### config.mk
export PLATFORM = sky130hd
export DESIGN_NAME = rotshift_reg
export DESIGN_NICKNAME = d
export VERILOG_FILES = /design/src/rtl/rsr_pkg.sv /design/src/rtl/rsr_bit_mux.sv /design/src/rtl/rsr_state_reg.sv /design/src/rtl/rotshift_reg.sv
export SDC_FILE = /design/constraint.sdc
export NUM_CORES = 1
export LEC_CHECK = 0
export ABC_AREA = 1
export BUFFER_PORTS_ARGS = -buffer_cell sky130_fd_sc_hd__buf_2
export CAP_MARGIN = 5
export CORE_AREA = 2 2 39 41
export DETAILED_ROUTE_END_ITERATION = 10
export DIE_AREA = 0 0 41 43
export PLACE_DENSITY = 0.45
export SYNTH_ARGS = -nofsm -noshare
export SYNTH_HDL_FRONTEND = slang
export SYNTH_SLANG_ARGS = --single-unit
### constraint.sdc
create_clock -name clk -period 1.6 [get_ports clk]
set_input_delay 0.16 -clock clk [delete_from_list [all_inputs] [get_ports clk]]
set_output_delay 0.16 -clock clk [all_outputs]
set_load 0.02 [all_outputs]
### src/rtl/rsr_pkg.sv
package rsr_pkg;
    typedef enum logic [1:0] {
        MODE_KEEP = 2'b00,
        MODE_ASR  = 2'b01,
        MODE_ROL  = 2'b10,
        MODE_LOAD = 2'b11
    } mode_e;
endpackage

### src/rtl/rsr_bit_mux.sv
// Next-value selector for one register bit. The neighbours are wired
// by the parent, so this cell needs no knowledge of its position.
module rsr_bit_mux
    import rsr_pkg::*;
(
    input  mode_e mode,
    input  logic  self_bit,
    input  logic  upper_bit,   // source for the arithmetic right shift
    input  logic  lower_bit,   // source for the left rotate
    input  logic  load_bit,
    output logic  nxt_bit
);
    always_comb begin
        unique case (mode)
            MODE_KEEP: nxt_bit = self_bit;
            MODE_ASR:  nxt_bit = upper_bit;
            MODE_ROL:  nxt_bit = lower_bit;
            MODE_LOAD: nxt_bit = load_bit;
            default:   nxt_bit = self_bit;
        endcase
    end
endmodule

### src/rtl/rsr_state_reg.sv
// Storage for the register contents, with a synchronous clear.
module rsr_state_reg #(
    parameter int WIDTH = 3
) (
    input  logic             clk,
    input  logic             rst,
    input  logic [WIDTH-1:0] nxt,
    output logic [WIDTH-1:0] cur
);
    always_ff @(posedge clk) begin
        if (rst) cur <= '0;
        else     cur <= nxt;
    end
endmodule

### src/rtl/rotshift_reg.sv
module rotshift_reg
    import rsr_pkg::*;
#(
    parameter int WIDTH = 3
) (
    input  logic             clk,
    input  logic             rst,
    input  logic [1:0]       sel,
    input  logic [WIDTH-1:0] din,
    output logic [WIDTH-1:0] q
);
    localparam int MSB = WIDTH - 1;

    mode_e            mode_s;
    logic [WIDTH-1:0] cur_s;
    logic [WIDTH-1:0] nxt_s;

    assign mode_s = mode_e'(sel);

    generate
        for (genvar i = 0; i < WIDTH; i++) begin : g_bit
            // The sign bit feeds itself when shifting right, and the old MSB wraps into bit 0 when rotating.
            localparam int UP = (i == MSB) ? MSB : i + 1;
            localparam int DN = (i == 0)   ? MSB : i - 1;
            rsr_bit_mux u_mux (
                .mode      (mode_s),
                .self_bit  (cur_s[i]),
                .upper_bit (cur_s[UP]),
                .lower_bit (cur_s[DN]),
                .load_bit  (din[i]),
                .nxt_bit   (nxt_s[i])
            );
        end
    endgenerate

    rsr_state_reg #(.WIDTH(WIDTH)) u_state (
        .clk (clk),
        .rst (rst),
        .nxt (nxt_s),
        .cur (cur_s)
    );

    assign q = cur_s;
endmodule

==> qor.csv <==
stage,metric,value,unit
sta,final.min_clock_period,928,ps
route,antenna_left,0,
worst_hold_path,timing.hold.worst.start,rst,
finish,biggestRegsByFlops,u_state.cur (3),
clock_tree,cts-htree-levels,1,
power_and_ir_drop,ir_worst_vdd,0.000242,V
setup_path,critical_path.max_stage_delay,360,ps
placement,gpl.final_weighted_congestion,0.656,
sta,holdWs,189,ps
route,detail_route.iter0.violations,1,
sta,max_slew.worst_pin.slew,138,ps
finish,area_growth_syn_to_layout,36.7,%
finish,max_ffs_per_register,3,
setup_path,r2r.worst_path.cells,4,
worst_hold_path,holdCritPathClass,in2reg,
clock_tree,clockRootBuffer,clkbuf_4,
worst_hold_path,worstHoldEndpoint,u_state.cur[2]$_SDFFE_PP0N_,
power_and_ir_drop,fin_total_pwr,255,µW
floorplanning,fp.dieH,43,µm
finish,instances_no_fill,57,
route,detail_route.wl_per_cell,7.23,µm
sta,finalCritPeriodShare,0.580,
synth,synth_area,188,µm²
clock_tree,clock_latency,230,ps
setup_path,cp_data_arrival_time,770,ps
clock_tree,cts_hold_repair.buffers,0,
finish,final_core_utilization,0.185,
global_routing,grt_pass1_wl,621,µm
synth,average_cell_area_after_synthesis,6.05,µm²
synth,synth.net_count,38,
finish,finalNetCount,49,
placement,port_buffers,9,
clock_tree,cts_tree,done,
setup_path,critical_path.startpoint_type,flop,
synth,library_cells_used_by_synthesis,9,
setup_path,worst_setup_end_kind,output pin,
setup_path,path_cells,buf_2,
flow_run,cap_violations,0,
route,vias_per_cell,3.58,
sta,worst_clock_skew,1.68,ps
finish,layout_commonest_cell,buf_2,
setup_path,critical-path-slowest-cell,dfxtp_1,
clock_tree,clk_path_buf_depth,2,
setup_path,critPathTopFamily,flip-flops,
route,detail_route.first_pass.iterations,4,
global_routing,globalRouteOverflowTotal,0,
setup_path,worst_path_buffer_plus_inverter_count,1,
setup_path,critical_path.reg2reg.startpoint,u_state.cur[1]$_SDFFE_PP0P_,
sta,final-max-slew-violation-count,0,
setup_path,critPathMaxFanout,4,
route,post_route_drc_violation_count,0,
finish,largest-register,u_state.cur,
sta,slew_headroom,0.907,
clock_tree,cts_setup_buffers,0,
synth,ys_ff_latch,3,
global_routing,number_of_antenna_violations_at_the_first_check_in_global_routing,0,
finish,multiInputGateArea,82.6,µm²
setup_path,timing.critical_path.depth,1,
finish,final_area,256,µm²
floorplanning,coreArea,1380,µm²
finish,most_used_cells_in_the_layout_excluding_fill_and_tap_cells,"buf_2, nand2_1, inv_1, nand3_1, nor2_1",
floorplanning,initial_util,0.136,
finish,final-seq-area,60.1,µm²
finish,diodes,0,
global_routing,pin_count_of_the_biggest_net_entering_global_routing,8,
power_and_ir_drop,power.leakage,0.145,nW
sta,timing.setup.tns,0,ps
worst_hold_path,hold-path-cell-count,4,
route,routed_wirelength,412,µm
sta,hold_viol_final,0,
finish,layout.filler_cells,162,
synth,yosys_synthesis_warning_count,0,
placement,post_dp_cell_area,230,µm²
floorplanning,io_pins,10,
setup_path,critPathRequiredTime,1440,ps
synth,post_synth_inst_count,31,
floorplanning,rows,14,
floorplanning,design.die.area,1760,µm²
clock_tree,tritoncts_num_sinks,3,
placement,dpl_worst_slack,842,ps
route,dr_total_vias,204,
sta,fmaxAchievable,1.08,GHz
power_and_ir_drop,power.density_cell_area,993,nW/µm²
setup_path,worst_r2r_endpoint,u_state.cur[0]$_SDFFE_PP0P_,
global_routing,groute.usage.overall,0.0592,
finish,drive_above_1_share,0.317,
sta,grt_setup_unrepaired,false,
clock_tree,numCtsBuffers,3,
global_routing,number_of_global_route_vias_before_repair,168,
placement,dp_cells,53,
sta,postLayoutSetupSlackWorst,672,ps
clock_tree,cts_resizes,0,
outcome,status,"complete, no violations",
sta,final-setup-viol-count,0,
floorplanning,die-width,41,µm
setup_path,path_class,reg2out,
setup_path,ff2ff_setup_slack,900,ps
synth,yosysSeqAreaShare,0.320,
clock_tree,clkSlewWorstSetupHoldPaths,30,ps
[per-layer routing]
metal | vias up | share of wire | global-route usage
met5 | - | 0 | 0
met4 | 0 | 0 | 0.0800
met3 | 0 | 0.051 | 0.0314
met2 | 5 | 0.54 | 0.0688
met1 | 86 | 0.41 | 0.0609
li1 | 113 | - | -
[how the worst max path moves through the flow]
stage,startpoint,end,slack [ps]
final,u_state.cur[1]$_SDFFE_PP0P_,q[1],670
after global routing,u_state.cur[1]$_SDFFE_PP0P_,q[1],630
after CTS,u_state.cur[1]$_SDFFE_PP0P_,q[1],660
after detailed placement,sel[1],u_state.cur[0]$_SDFFE_PP0P_,840
after global placement,sel[1],u_state.cur[1]$_SDFFE_PP0P_,820
after floorplan,u_state.cur[2]$_SDFFE_PP0N_,u_state.cur[1]$_SDFFE_PP0P_,940
[layout make-up]
type / instances / share of cell area
clock buffer: 4 / 0.102
inverter: 6 / 0.0878
multi-input combinational: 19 / 0.322
sequential: 3 / 0.234
tap: 16 / 0.0780
timing repair buffer: 9 / 0.176
[power by group]
| part | internal, mW | switching [mW] |
|---|---|---|
| Sequential | 0.0803 | 0.00363 |
| Clock | 0.0933 | 0.0371 |
| Combinational | 0.0164 | 0.0239 |
[synth_stat cells]
cell	instances	share of area
nand2_1	6	0.12
inv_1	5	0.10
nand3_1	5	0.13
nor2_1	4	0.080
buf_4	3	0.12
dfxtp_1	3	0.32
a21oi_1	2	0.053
o21ai_0	2	0.053
inv_2	1	0.020
[kinds of logic after synthesis]
logic type      count (synthesis)  synth area share
buf+inv                         9             0.240
flops                           3             0.320
simple gates                   15             0.333
compound gates                  4             0.107
No activity file was read; power rests on OpenSTA's default activity.
